`config.mk`:
```
export PLATFORM = sky130hd
export DESIGN_NAME = ssOnTimeSeq
export DESIGN_NICKNAME = d
export VERILOG_FILES = /design/src/rtl/ssSeqPkg.sv /design/src/rtl/ssSeqDatapath.sv /design/src/rtl/ssSeqControl.sv /design/src/rtl/ssOnTimeSeq.sv
export SDC_FILE = /design/constraint.sdc
export NUM_CORES = 1
export LEC_CHECK = 0
export ABC_CLOCK_PERIOD_IN_PS = 2900
export BUFFER_PORTS_ARGS = -buffer_cell sky130_fd_sc_hd__buf_2
export CAP_MARGIN = 5
export CORE_ASPECT_RATIO = 0.5
export CORE_MARGIN = 2
export CORE_UTILIZATION = 50
export CTS_CLUSTER_DIAMETER = 60
export DETAILED_ROUTE_END_ITERATION = 6
export PLACE_DENSITY = 0.86
export SYNTH_ARGS = -nofsm -noshare
export SYNTH_HDL_FRONTEND = slang
export SYNTH_SLANG_ARGS = --single-unit
```
`constraint.sdc`:
```
create_clock -name clk -period 2.9 [get_ports clk]
set_input_delay 0.58 -clock clk [delete_from_list [all_inputs] [get_ports clk]]
set_output_delay 0.58 -clock clk [all_outputs]
set_load 0.01 [all_outputs]
```
`src/rtl/ssSeqPkg.sv`:
```
package ssSeqPkg;

  typedef enum logic [2:0] {
    ST_IDLE,
    ST_UP,
    ST_DT1,
    ST_DOWN,
    ST_DT2
  } seqState_t;

  // strobes from control to datapath
  typedef struct packed {
    logic ssLoad;     // load soft-start register from initial value
    logic cntClr;     // clear on-time counter
    logic cntUp;      // on-time counter +1
    logic cntDown;    // on-time counter -1
    logic dtStart;    // begin a dead interval
    logic dtStep;     // advance dead interval counter
    logic pulseDone;  // last clock of a lower pulse
    logic divClr;     // clear lower-pulse divider
  } seqStrobe_t;

endpackage

```
`src/rtl/ssSeqDatapath.sv`:
```
module ssSeqDatapath
  import ssSeqPkg::*;
#(
  parameter int CNT_W = 8,
  parameter int INC_W = 4,
  parameter int DIV_W = 3,
  parameter int DT_W  = 4
) (
  input  logic             clk,
  input  logic             rst,
  input  seqStrobe_t       strobe,
  input  logic [CNT_W-1:0] initOnTime,
  input  logic [INC_W-1:0] incStep,
  input  logic [DIV_W-1:0] divRatio,
  input  logic [DT_W-1:0]  deadCycles,
  input  logic [CNT_W-1:0] faultThresh,
  output logic [CNT_W-1:0] ssLevel,
  output logic             upReach,
  output logic             downLast,
  output logic             dtDone,
  output logic             ssAtThresh
);

  localparam int SUM_W = CNT_W + 1;
  localparam int DVX_W = DIV_W + 1;

  logic [CNT_W-1:0] ssReg;
  logic [CNT_W-1:0] onCnt;
  logic [DIV_W-1:0] pulseCnt;
  logic [DT_W-1:0]  dtCnt;
  logic [SUM_W-1:0] ssSum;
  logic [DIV_W-1:0] divEff;
  logic             divHit;

  assign ssSum  = {1'b0, ssReg} + {{(SUM_W-INC_W){1'b0}}, incStep};
  assign divEff = (divRatio == '0) ? DIV_W'(1) : divRatio;
  assign divHit = ({1'b0, pulseCnt} + DVX_W'(1)) >= {1'b0, divEff};

  // soft-start register with saturation
  always_ff @(posedge clk) begin
    if (rst)
      ssReg <= '0;
    else if (strobe.ssLoad)
      ssReg <= initOnTime;
    else if (strobe.pulseDone && divHit)
      ssReg <= ssSum[CNT_W] ? {CNT_W{1'b1}} : ssSum[CNT_W-1:0];
  end

  // lower-pulse divider
  always_ff @(posedge clk) begin
    if (rst || strobe.divClr)
      pulseCnt <= '0;
    else if (strobe.pulseDone)
      pulseCnt <= divHit ? '0 : pulseCnt + DIV_W'(1);
  end

  // shared up/down on-time counter
  always_ff @(posedge clk) begin
    if (rst || strobe.cntClr)
      onCnt <= '0;
    else if (strobe.cntUp)
      onCnt <= onCnt + CNT_W'(1);
    else if (strobe.cntDown)
      onCnt <= onCnt - CNT_W'(1);
  end

  // dead interval counter
  always_ff @(posedge clk) begin
    if (rst)
      dtCnt <= '0;
    else if (strobe.dtStart)
      dtCnt <= DT_W'(1);
    else if (strobe.dtStep)
      dtCnt <= dtCnt + DT_W'(1);
  end

  assign upReach    = ({1'b0, onCnt} + SUM_W'(1)) >= {1'b0, ssReg};
  assign downLast   = onCnt <= CNT_W'(1);
  assign dtDone     = dtCnt >= deadCycles;
  assign ssAtThresh = ssReg == faultThresh;
  assign ssLevel    = ssReg;

endmodule

```
`src/rtl/ssSeqControl.sv`:
```
module ssSeqControl
  import ssSeqPkg::*;
(
  input  logic       clk,
  input  logic       rst,
  input  logic       startPulse,
  input  logic       abortReq,
  input  logic       regTrip,
  input  logic       upReach,
  input  logic       downLast,
  input  logic       dtDone,
  input  logic       ssAtThresh,
  output seqStrobe_t strobe,
  output logic       gateHigh,
  output logic       gateLow,
  output logic       faultEn,
  output logic       repeatEn
);

  seqState_t state, stateNext;
  logic      startNow;

  assign startNow = (state == ST_IDLE) && startPulse && !abortReq;

  always_comb begin
    strobe    = '0;
    stateNext = state;
    case (state)
      ST_IDLE: if (startPulse) begin
        strobe.ssLoad = 1'b1;
        strobe.cntClr = 1'b1;
        strobe.divClr = 1'b1;
        stateNext     = ST_UP;
      end
      ST_UP: begin
        strobe.cntUp = 1'b1;
        if (upReach || regTrip) begin
          strobe.dtStart = 1'b1;
          stateNext      = ST_DT1;
        end
      end
      ST_DT1: begin
        if (dtDone) stateNext = ST_DOWN;
        else        strobe.dtStep = 1'b1;
      end
      ST_DOWN: begin
        strobe.cntDown = 1'b1;
        if (downLast) begin
          strobe.pulseDone = 1'b1;
          strobe.dtStart   = 1'b1;
          stateNext        = ST_DT2;
        end
      end
      ST_DT2: begin
        if (dtDone) stateNext = ST_UP;
        else        strobe.dtStep = 1'b1;
      end
      default: stateNext = ST_IDLE;
    endcase
    if (abortReq) begin
      strobe        = '0;
      strobe.cntClr = 1'b1;
      stateNext     = ST_IDLE;
    end
  end

  always_ff @(posedge clk) begin
    if (rst) state <= ST_IDLE;
    else     state <= stateNext;
  end

  always_ff @(posedge clk) begin
    if (rst || abortReq || startNow) begin
      faultEn  <= 1'b0;
      repeatEn <= 1'b0;
    end else begin
      if (state != ST_IDLE && ssAtThresh)
        faultEn <= 1'b1;
      if (state == ST_UP && regTrip && !upReach)
        repeatEn <= 1'b1;
    end
  end

  assign gateHigh = (state == ST_UP)   && !abortReq;
  assign gateLow  = (state == ST_DOWN) && !abortReq;

endmodule

```
`src/rtl/ssOnTimeSeq.sv`:
```
module ssOnTimeSeq
  import ssSeqPkg::*;
#(
  parameter int CNT_W = 8,
  parameter int INC_W = 4,
  parameter int DIV_W = 3,
  parameter int DT_W  = 4
) (
  input  logic             clk,
  input  logic             rst,
  input  logic             startPulse,
  input  logic             abortReq,
  input  logic             regTrip,
  input  logic [CNT_W-1:0] initOnTime,
  input  logic [INC_W-1:0] incStep,
  input  logic [DIV_W-1:0] divRatio,
  input  logic [DT_W-1:0]  deadCycles,
  input  logic [CNT_W-1:0] faultThresh,
  output logic             gateHigh,
  output logic             gateLow,
  output logic [CNT_W-1:0] ssLevel,
  output logic             faultEn,
  output logic             repeatEn
);

  seqStrobe_t strobe;
  logic       upReach, downLast, dtDone, ssAtThresh;

  ssSeqControl ctrl (
    .clk        (clk),
    .rst        (rst),
    .startPulse (startPulse),
    .abortReq   (abortReq),
    .regTrip    (regTrip),
    .upReach    (upReach),
    .downLast   (downLast),
    .dtDone     (dtDone),
    .ssAtThresh (ssAtThresh),
    .strobe     (strobe),
    .gateHigh   (gateHigh),
    .gateLow    (gateLow),
    .faultEn    (faultEn),
    .repeatEn   (repeatEn)
  );

  ssSeqDatapath #(
    .CNT_W (CNT_W),
    .INC_W (INC_W),
    .DIV_W (DIV_W),
    .DT_W  (DT_W)
  ) dp (
    .clk         (clk),
    .rst         (rst),
    .strobe      (strobe),
    .initOnTime  (initOnTime),
    .incStep     (incStep),
    .divRatio    (divRatio),
    .deadCycles  (deadCycles),
    .faultThresh (faultThresh),
    .ssLevel     (ssLevel),
    .upReach     (upReach),
    .downLast    (downLast),
    .dtDone      (dtDone),
    .ssAtThresh  (ssAtThresh)
  );

endmodule

```
-- Word level (Yosys, flattened, before mapping)
Index checks and enable logic that the tools add are counted.
- muxes and demuxes: 28
- $add $sub $neg: 7
- $lt $le $gt $ge: 4
- reduce and logical (&&, ||, !) cells: 25
- eq/ne operators: 10
- operator list (cell ; number):
    $mux 8 ; 6
    $mux 3 ; 7
    $pmux 3 s5 ; 1
    $mux 1 ; 11
    $add 8x1->9 const B ; 1
    $add 8x4->9 ; 1
    $ge 9x8->1 ; 1
    $add 8x1->8 const B ; 1
    $eq 8x8->1 ; 1
    $le 8x1->1 const B ; 1
    $logic_and 1x1->1 ; 8
    $ne 2x1->1 const B ; 4
    $sub 8x1->8 const B ; 1
    $eq 3x2->1 const B ; 2
    $logic_not 3->1 ; 2
    $reduce_bool 2->1 ; 3
    $reduce_or 2->1 ; 3
    $logic_or 1x1->1 ; 5
    $reduce_and 5->1 ; 1
    $add 3x1->4 const B ; 1
    $add 4x1->4 const B ; 1
    $ge 4x3->1 ; 1
    $ge 4x4->1 ; 1
    $mux 2 ; 2
    7 further kinds ; 8
- word-level logic and storage cells: 82
- register bits: 28

-- Depth between registers and ports, before layout
Gate-level depths: netlist (run 1).
- depth after elaboration: 9
- mapped depth: 12
- depth with buffers taken out: 11

-- Modules after synthesis
A second synthesis (run 1) with hierarchy kept.
- cells, all modules: 270
- area total of the unflattened synthesis: 2254.7 sq um
- modules (own cells, without submodules) (module ; area an instance (sq um) ; instances ; sequential area each (sq um) ; cells an instance):
    ssSeqDatapath ; 1889.3 ; 1 ; 460.4 ; 226
    ssSeqControl ; 365.4 ; 1 ; 100.1 ; 44

-- Worst setup path after synthesis (run 1)
No wires, ideal clock.
- kind: register -> register
- from: register dp.onCnt[0]
- to: register dp.dtCnt[1]
- arrival time: 2.594 ns
- clock period less this slack: 2.658 ns
- setup time: 0.064 ns
- cell stages (with the launch flop): 12
- slack: 0.242 ns
- data required time: 2.836 ns
- path buffers: 0
- cell sequence: dfxtp_1 > ha_1 > and3_1 > nand3_1 > xnor2_1 > ha_1 > and3_1 > a221o_1 > a31oi_1 > nand3b_1 > a211o_1 > nor2_1
- cells in the longest elaborated chain, start to end: 7
- elaborated cells on any way between the ends: 9
- those cells by class: add/sub: 1; order compare: 2; mux: 4; reduce/logical: 2
- RTL lines (item ; RTL line ; text):
    start: declaration ; ssSeqDatapath.sv:28 ; logic [CNT_W-1:0] onCnt;
    start signal: assignment ; ssSeqDatapath.sv:62 ; onCnt <= onCnt + CNT_W'(1);
    start signal: assignment ; ssSeqDatapath.sv:64 ; onCnt <= onCnt - CNT_W'(1);
    $add 8x1->9 ; ssSeqDatapath.sv:77 ; assign upReach = ({1'b0, onCnt} + SUM_W'(1)) >= {1'b0, ssReg};
    $ge 9x8->1 ; ssSeqDatapath.sv:77 ;
    $logic_or 1x1->1 ; ssSeqControl.sv:37 ; if (upReach || regTrip) begin
    $mux 1 ; ssSeqControl.sv:37 ;
    $pmux 1 s2 (*) ; ssSeqControl.sv:28 ; case (state)
    $mux 8 (*) ; ssSeqControl.sv:60 ; if (abortReq) begin
    $reduce_or 2->1 (no line) (*) ; - ;
    end signal: assignment ; ssSeqDatapath.sv:74 ; dtCnt <= dtCnt + DT_W'(1);
    end: declaration ; ssSeqDatapath.sv:30 ; logic [DT_W-1:0] dtCnt;
Mark *: on every way between the ends. The rest lies on a longest branch, timed or not.
A chain may end at the register's enable or synchronous reset.

-- Worst setup path after layout (run 1)
- from: register dp.onCnt[1]
- to: register dp.dtCnt[1]
Same word-level chain as after synthesis.

==> impl_metrics.tcl, run 1 <==
set metrics [dict create \
    ctsRootBufferMaster "clkbuf_8" \
    clockBufferDepth 2 \
    hp-class "flip-flop to flip-flop" \
    irDropWorstVdd_mv 0.238 \
    power_uw 827 \
    fin_crit_sh 0.953 \
    grt_overflow 0 \
    synth_area_um2 2310 \
    syn_avg_cell_area_um2 8.27 \
    drtIter0Drc 122 \
    critPathLaunchType "flip-flop" \
    place_hpwl_um 4200 \
    cp-end-kind "flip-flop" \
    drc_errors 0 \
    relSlewSlack 0.673 \
    yosys_warnings 0 \
    final_common_cell "buf_2" \
    register_area_um2 564 \
    rsz0062_at_grt "false" \
    clk_pin_slew_worst_paths_ns 0.09 \
    pin_count 44 \
    fillers 381 \
    fin_cells 378 \
    cap_violations 0 \
    grt_pass1_vias 1949 \
    report.final.slew_viol_count 0 \
    synth_flop_cell "dfxtp_1" \
    fmax_mhz 362 \
    antenna_found_initial 0 \
    routedWlPerCell_um 14.1 \
    post_route_cells_drive_above_1_share 0.240 \
    area_growth_pct 15.3 \
    synth.area.top_cells "dfxtp_1 (24%), ha_1 (13%), xor2_1 (7.2%)" \
    p_leak_nw 1.22 \
    grt_pass1_wl_um 8910 \
    fp.dieH_um 52.0 \
    core_um2 4420 \
    synth-seq-cells 28 \
    htreeDepth 1 \
    cts_buffers 3 \
    rows 17 \
    dr.pass1.iters 4 \
    cp.required_ns 3.12 \
    skew_ns 0.00520 \
    fp.dieW_um 100 \
    dieArea_um2 5210 \
    routed_wl_um 5340 \
    worst_pin_slew_ns 0.485 \
    period_needed_ns 2.76 \
    layout_common_cells "buf_2 (43), nor2_1 (35), dfxtp_1 (25)" \
    cts_tree "built" \
    synth.distinct_cells 59 \
    viasPerCell 5.47 \
    netlist_instances 279 \
    fin_nets 379 \
    place_inst 374 \
    globalRouteTotalUtil 0.218 \
    initial_core_util 0.522 \
    multiInputGateArea_um2 1620 \
    pre_cts_ws_ns 0.0412 \
    async_flop_share 0 \
    fin_ws_ns 0.136 \
    drtAntennaViolNets 0 \
    portBuffers 43 \
    place.gp.congestion 0.901 \
    hold_viol 0 \
    yosysSeqAreaShare 0.243 \
    antennaDiodeCount 0 \
    finalSetupViolCount 0 \
    clock-sinks 28 \
    outcome "complete, no violations" \
    grt_max_degree 16 \
    synth_fp_nets 336 \
    yosys.area.top_type "dfxtp_1" \
    synth_top_area_frac 0.243 \
    path_class "flip-flop to flip-flop" \
    cp_max_fo 5 \
    fin_setup_tns_ns 0 \
    cp.arrival_ns 2.98 \
    powerDensity_nw_per_um2 311 \
    vias 2066 \
    clk_latency_ns 0.28 \
    synth_edf_count 0 \
]
-- critical path: stages (launching register included) --
cell	delay, ns
dfxtp_2	0.37
ha_2	0.20
and3_4	0.22
nand3_2	0.11
xnor2_2	0.16
ha_1	0.30
and3_1	0.20
a221o_1	0.34
a31oi_2	0.18
nand3b_1	0.17
a211o_1	0.33
nor2_1	0.11
-- worst paths after layout --
check                                          startpoint                   endpoint  slack [ns]  depth (start not counted)
worst min register to register  ctrl.faultEn$_SDFFE_PP0P_  ctrl.faultEn$_SDFFE_PP0P_        0.48                          2
worst max-delay path             dp.onCnt[1]$_SDFFE_PP0P_   dp.dtCnt[1]$_SDFFE_PP0P_        0.14                         11
worst min-delay path            ctrl.faultEn$_SDFFE_PP0P_  ctrl.faultEn$_SDFFE_PP0P_        0.48                          2
worst max register to register   dp.onCnt[1]$_SDFFE_PP0P_   dp.dtCnt[1]$_SDFFE_PP0P_        0.14                         11
-- logic make-up (layout without fill, tap and decap cells) --
group | count (synthesis) | after routing | synth area share
buf+inv | 33 | 75 | 0.0661
mux | 2 | 2 | 0.00921
fa+ha+maj | 25 | 25 | 0.139
flops | 28 | 28 | 0.243
compound gates | 61 | 61 | 0.190
simple gates | 101 | 101 | 0.243
xor+xnor | 29 | 29 | 0.110
-- layout make-up --
type / count / area share
Timing Repair Buffer: 51 / 0.103
Tap cell: 57 / 0.0268
Multi-Input combinational cell: 218 / 0.609
Clock buffer: 4 / 0.0207
Sequential cell: 28 / 0.212
Inverter: 20 / 0.0282
-- per-layer routing --
| metal | global-route usage | part of all wire |
|---|---|---|
| met1 | 0.287 | 0.50 |
| met2 | 0.370 | 0.46 |
| met3 | 0.0470 | 0.040 |
| met5 | 0 | 0 |
| met4 | 0.0502 | 0.0064 |
-- per-stage QoR --
stage / instance area [um^2] / utilization / hold WS (ns)
2_1_floorplan: 2310 / - / 0.465
3_3_place_gp: 2580 / 0.583 / 0.448
3_5_place_dp: 2580 / 0.583 / 0.465
4_1_cts: 2640 / 0.596 / 0.487
5_1_grt: 2660 / 0.602 / 0.552
6_report: 2660 / 0.602 / 0.480
-- power breakdown --
part	leakage [nW]	internal (mW)	switching (mW)	total [mW]
registers	0.229	0.395	0.0177	0.412
clock network	0.0288	0.122	0.124	0.246
logic	0.967	0.0764	0.0926	0.169
total	1.22	0.593	0.234	0.827
-- state kept, by name, summed over array words and instances, names as in the netlist --
register and cells:
ctrl.repeatEn 1, ctrl.state 3, dp.pulseCnt 3, ctrl.faultEn 1, dp.onCnt 8, dp.dtCnt 4
dp.ssLevel 8
-- cell usage after synthesis, types with 2 or more instances --
| cell | instances |
|---|---|
| or3_1 | 2 |
| a21boi_1 | 2 |
| nor3_1 | 6 |
| dfxtp_1 | 28 |
| ha_1 | 24 |
| and3_1 | 5 |
| clkbuf_1 | 4 |
| a211o_1 | 2 |
| buf_2 | 5 |
| o21ai_0 | 8 |
| nand3_1 | 9 |
| o21bai_1 | 2 |
| nor4_1 | 6 |
| o22ai_1 | 3 |
| a211oi_1 | 2 |
| xor2_1 | 19 |
| nor2_1 | 35 |
| nand4_1 | 2 |
| o21a_1 | 3 |
| nor2b_1 | 4 |
| nand2_1 | 14 |
| buf_4 | 2 |
| a21o_1 | 3 |
| a31oi_1 | 5 |
| a21oi_1 | 16 |
| xnor2_1 | 10 |
| nand2b_1 | 6 |
| buf_6 | 2 |
| inv_1 | 19 |
| nand3b_1 | 2 |
-- what timing repair did --
action                     CTS  global route
setup endpoints to repair    3             4
pin swaps                    0             2
buffers inserted             0             0
resized for setup            2             6
hold buffers                 0             0
Note: power is estimated with default switching activity, not from simulation.
==> inputs of run 2 (changes only) <==
- ABC_CLOCK_PERIOD_IN_PS: 2900 -> 3500
- PLACE_DENSITY: 0.86 -> 0.83
- clock period: 2.9 -> 3.5 ns (I/O delays scaled with it)
==> impl_metrics.tcl, run 2 (synthesis gave the netlist of run 1 again) <==
set metrics [dict create \
    hold_viol 0 \
    period_needed_ns 3.03 \
    p_leak_nw 1.17 \
    routedWlPerCell_um 14.2 \
    layout_common_cells "buf_2 (43), nor2_1 (35), dfxtp_1 (28)" \
    worst_pin_slew_ns 0.538 \
    ctsRootBufferMaster "clkbuf_8" \
    crit_path_top_delay_cell "dfxtp_1" \
    htreeDepth 1 \
    finalSetupViolCount 0 \
    grt_max_degree 16 \
    fin_setup_tns_ns 0 \
    routed_wl_um 5270 \
    skew_ns 0.00665 \
    grt_pass1_wl_um 9140 \
    clk_latency_ns 0.28 \
    cp-end-kind "flip-flop" \
    antennaDiodeCount 0 \
    pin_count 44 \
    fmax_mhz 330 \
    fin_nets 372 \
    wl_met1_um 2390 \
    place_hpwl_um 4250 \
    viasPerCell 5.73 \
    globalRouteTotalUtil 0.219 \
    fin_crit_sh 0.866 \
    cts-resized-gates 0 \
    power_uw 658 \
    fp.dieH_um 52.0 \
    clk_pin_slew_worst_paths_ns 0.09 \
    post_route_cells_drive_above_1_share 0.195 \
    powerDensity_nw_per_um2 256 \
    report.final.slew_viol_count 0 \
    relSlewSlack 0.637 \
    cts_hold_buf 0 \
    core_um2 4420 \
    grt_overflow 0 \
    rsz0062_at_grt "false" \
    dr.pass1.iters 4 \
    postCtsSetupRepairBufs 0 \
    outcome "complete, no violations" \
    pre_cts_ws_ns 0.546 \
    route.met2.wl_um 2540 \
    cts_buffers 3 \
    rows 17 \
    fin_util 0.580 \
    dieArea_um2 5210 \
    path_class "flip-flop to flip-flop" \
    cp_max_fo 7 \
    clockBufferDepth 2 \
    grt_pass1_vias 2042 \
    drc_errors 0 \
    fin_ws_ns 0.468 \
    final_common_cell "buf_2" \
    irDropWorstVdd_mv 0.129 \
    dr_wl_met3_um 268 \
    critPathLaunchType "flip-flop" \
    fillers 393 \
    vias 2121 \
    antenna_found_initial 0 \
    cp.arrival_ns 3.25 \
    cap_violations 0 \
    max_stage_delay_ns 0.47 \
    cp.required_ns 3.72 \
    place.gp.congestion 0.912 \
    drtAntennaViolNets 0 \
    path_cells "ha_1 > and3_1 > nand3_1 > xnor2_1 > ha_1 > and3_1 > a221o_1 > a31oi_1 > nand3b_1 > a211o_1 > nor2_1" \
    drtIter0Drc 114 \
    initial_core_util 0.522 \
    fp.dieW_um 100 \
    clock-sinks 28 \
    dr.max_layer_used "met4" \
    portBuffers 43 \
    area_growth_pct 11.2 \
    hp-class "flip-flop to flip-flop" \
    cts_tree "built" \
]
run 2: metrics by stage:
step / instances / instance area (um^2) / hold slack [ns]
after floorplan: 279 / 2310 / 0.465
after global placement: 367 / 2520 / 0.449
after detailed placement: 367 / 2520 / 0.457
after CTS: 370 / 2570 / 0.479
after global routing: 370 / 2570 / 0.524
final: 370 / 2570 / 0.475
run 2: path summary, 6_finish.rpt:
| path | from | slack, ns | depth (start not counted) | end |
|---|---|---|---|---|
| min | ctrl.faultEn$_SDFFE_PP0P_ | 0.48 | 2 | ctrl.faultEn$_SDFFE_PP0P_ |
| min reg2reg | ctrl.faultEn$_SDFFE_PP0P_ | 0.48 | 2 | ctrl.faultEn$_SDFFE_PP0P_ |
| max reg2reg | dp.onCnt[0]$_SDFFE_PP0P_ | 0.47 | 11 | dp.dtCnt[3]$_SDFFE_PP0P_ |
| max | dp.onCnt[0]$_SDFFE_PP0P_ | 0.47 | 11 | dp.dtCnt[3]$_SDFFE_PP0P_ |
run 2: power by group:
part | internal, mW | switching, mW
clock network | 0.0775 | 0.101
logic | 0.0618 | 0.0751
registers | 0.327 | 0.0157
total | 0.466 | 0.192
run 2: routing by layer:
metal,global-route usage,up-vias
met5,0,-
met4,0.0525,0
met3,0.0363,10
met2,0.404,65
met1,0.270,992
li1,-,1054
run 2: layout make-up:
class | instances | area [um^2] | share of cell area
Multi-Input combinational cell | 218 | 1600 | 0.622
Sequential cell | 28 | 561 | 0.218
Timing Repair Buffer | 44 | 223 | 0.0868
Inverter | 20 | 75.1 | 0.0293
Tap cell | 57 | 71.3 | 0.0278
Clock buffer | 3 | 41.3 | 0.0161
run 2: worst max-delay path: cells and delay by family (launching register included):
family	cells	cell delay [ns]
simple gates	5	0.88
xor+xnor	1	0.17
fa+ha+maj	2	0.55
flops	1	0.47
compound gates	3	0.92
==> inputs of run 3 (changes only) <==
- CORE_UTILIZATION: 50 -> 35
- PLACE_DENSITY: 0.83 -> 0.65
==> impl_metrics.tcl, run 3 (synthesis gave the netlist of run 1 again) <==
set metrics [dict create \
    dieArea_um2 7300 \
    rows 20 \
    wl_met1_um 2710 \
    dr.max_layer_used "met4" \
    hold_ws_ns 0.469 \
    min_path_cells 2 \
    dr_wl_met3_um 212 \
    fin_util 0.423 \
    worst_pin_slew_ns 0.527 \
    cp.required_ns 3.70 \
    cp_max_fo 7 \
    grt_pass1_wl_um 9310 \
    pin_count 44 \
    portBuffers 43 \
    postCtsSetupRepairBufs 0 \
    routedWlPerCell_um 13.8 \
    crit_path_end "dp.dtCnt[3]$_SDFFE_PP0P_" \
    fp.dieW_um 119 \
    outcome "complete, no violations" \
    grt_pass1_vias 2000 \
    dpl_cell_area_um2 2560 \
    cp-end-kind "flip-flop" \
    fin_nets 372 \
    grt_overflow 0 \
    place_hpwl_um 4400 \
    cts_tree "built" \
    hp-class "flip-flop to flip-flop" \
    finalSetupViolCount 0 \
    antennaDiodeCount 0 \
    route.met2.wl_um 2600 \
    r2r_start "dp.onCnt[0]$_SDFFE_PP0P_" \
    powerDensity_nw_per_um2 281 \
    post_route_cells_drive_above_1_share 0.195 \
    grt_max_degree 16 \
    fillers 633 \
    timing.rr.end "dp.dtCnt[3]$_SDFFE_PP0P_" \
    cts-resized-gates 0 \
    cp.arrival_ns 3.26 \
    fin_crit_sh 0.875 \
    report.final.slew_viol_count 0 \
    cts_hold_buf 0 \
    path_cells "ha_1 > and3_1 > nand3_1 > xnor2_1 > ha_1 > and3_1 > a221o_1 > a31oi_1 > nand3b_1 > a211o_1 > nor2_1" \
    clockBufferDepth 2 \
    power_uw 742 \
    clock-sinks 28 \
    fp.dieH_um 61.4 \
    pre_cts_ws_ns 0.526 \
    period_needed_ns 3.06 \
    irDropWorstVdd_mv 0.207 \
    viasPerCell 5.23 \
    cap_violations 0 \
    initial_core_util 0.370 \
    hp-start "ctrl.faultEn$_SDFFE_PP0P_" \
    place.gp.congestion 0.895 \
    rsz0062_at_grt "false" \
    dr.pass1.iters 4 \
    skew_ns 0.00325 \
    hold_viol 0 \
    p_leak_nw 1.19 \
    ff2ff_path_depth 11 \
    vias 2097 \
    crit_path_top_delay_cell "dfxtp_1" \
    area_growth_pct 14.3 \
    drtIter0Drc 196 \
    fin_area_um2 2640 \
    relSlewSlack 0.647 \
    antenna_found_initial 0 \
    r2r_slack_ns 0.44 \
    max_stage_delay_ns 0.46 \
    place_inst 398 \
    fin_setup_tns_ns 0 \
    htreeDepth 1 \
    fin_cells 401 \
    drc_errors 0 \
    critPathLaunchType "flip-flop" \
    fmax_mhz 327 \
    routed_wl_um 5550 \
    layout_common_cells "buf_2 (43), nor2_1 (35), dfxtp_1 (28)" \
    core_um2 6230 \
    globalRouteTotalUtil 0.159 \
    final_common_cell "buf_2" \
    ctsRootBufferMaster "clkbuf_16" \
    critPathLaunch "dp.onCnt[0]$_SDFFE_PP0P_" \
    clk_pin_slew_worst_paths_ns 0.07 \
    cts_buffers 3 \
    drtAntennaViolNets 0 \
    path_class "flip-flop to flip-flop" \
    fin_ws_ns 0.437 \
    clk_latency_ns 0.26 \
]
run 3: cell counts in the layout (fill, tap and decap cells not counted):
No cell type changed its count.
run 3: final cells by class:
class	instances	area, um^2	area share
sequential	28	561	0.212
inverter	20	75.1	0.0284
clock buffer	3	75.1	0.0284
multi-input combinational	218	1600	0.605
tap	88	110	0.0417
timing repair buffer	44	223	0.0844
run 3: worst min-delay path by stage:
stage	to	slack, ns
2_1_floorplan	dp.pulseCnt[2]$_SDFFE_PP0P_	0.46
3_3_place_gp	ctrl.faultEn$_SDFFE_PP0P_	0.45
3_5_place_dp	ctrl.faultEn$_SDFFE_PP0P_	0.46
4_1_cts	ctrl.faultEn$_SDFFE_PP0P_	0.47
5_1_grt	ctrl.faultEn$_SDFFE_PP0P_	0.50
6_report	ctrl.faultEn$_SDFFE_PP0P_	0.47
run 3: power by group:
group | switching, mW | internal, mW
logic | 0.0760 | 0.0618
registers | 0.0153 | 0.327
clock network | 0.110 | 0.152
run 3: routing by layer:
layer / global-route usage / vias to the layer above
li1: - / 1053
met1: 0.203 / 1001
met2: 0.293 / 39
met3: 0.0296 / 4
met4: 0.0255 / 0
met5: 0 / -
run 3: worst max-delay path: cells and delay by family (launching register included):
family,cells,cell delay [ns]
XOR/XNOR,1,0.16
flip-flops,1,0.46
AO/OA/AOI/OAI,3,0.92
adder cells (fa/ha/maj),2,0.55
AND/OR/NAND/NOR,5,0.91
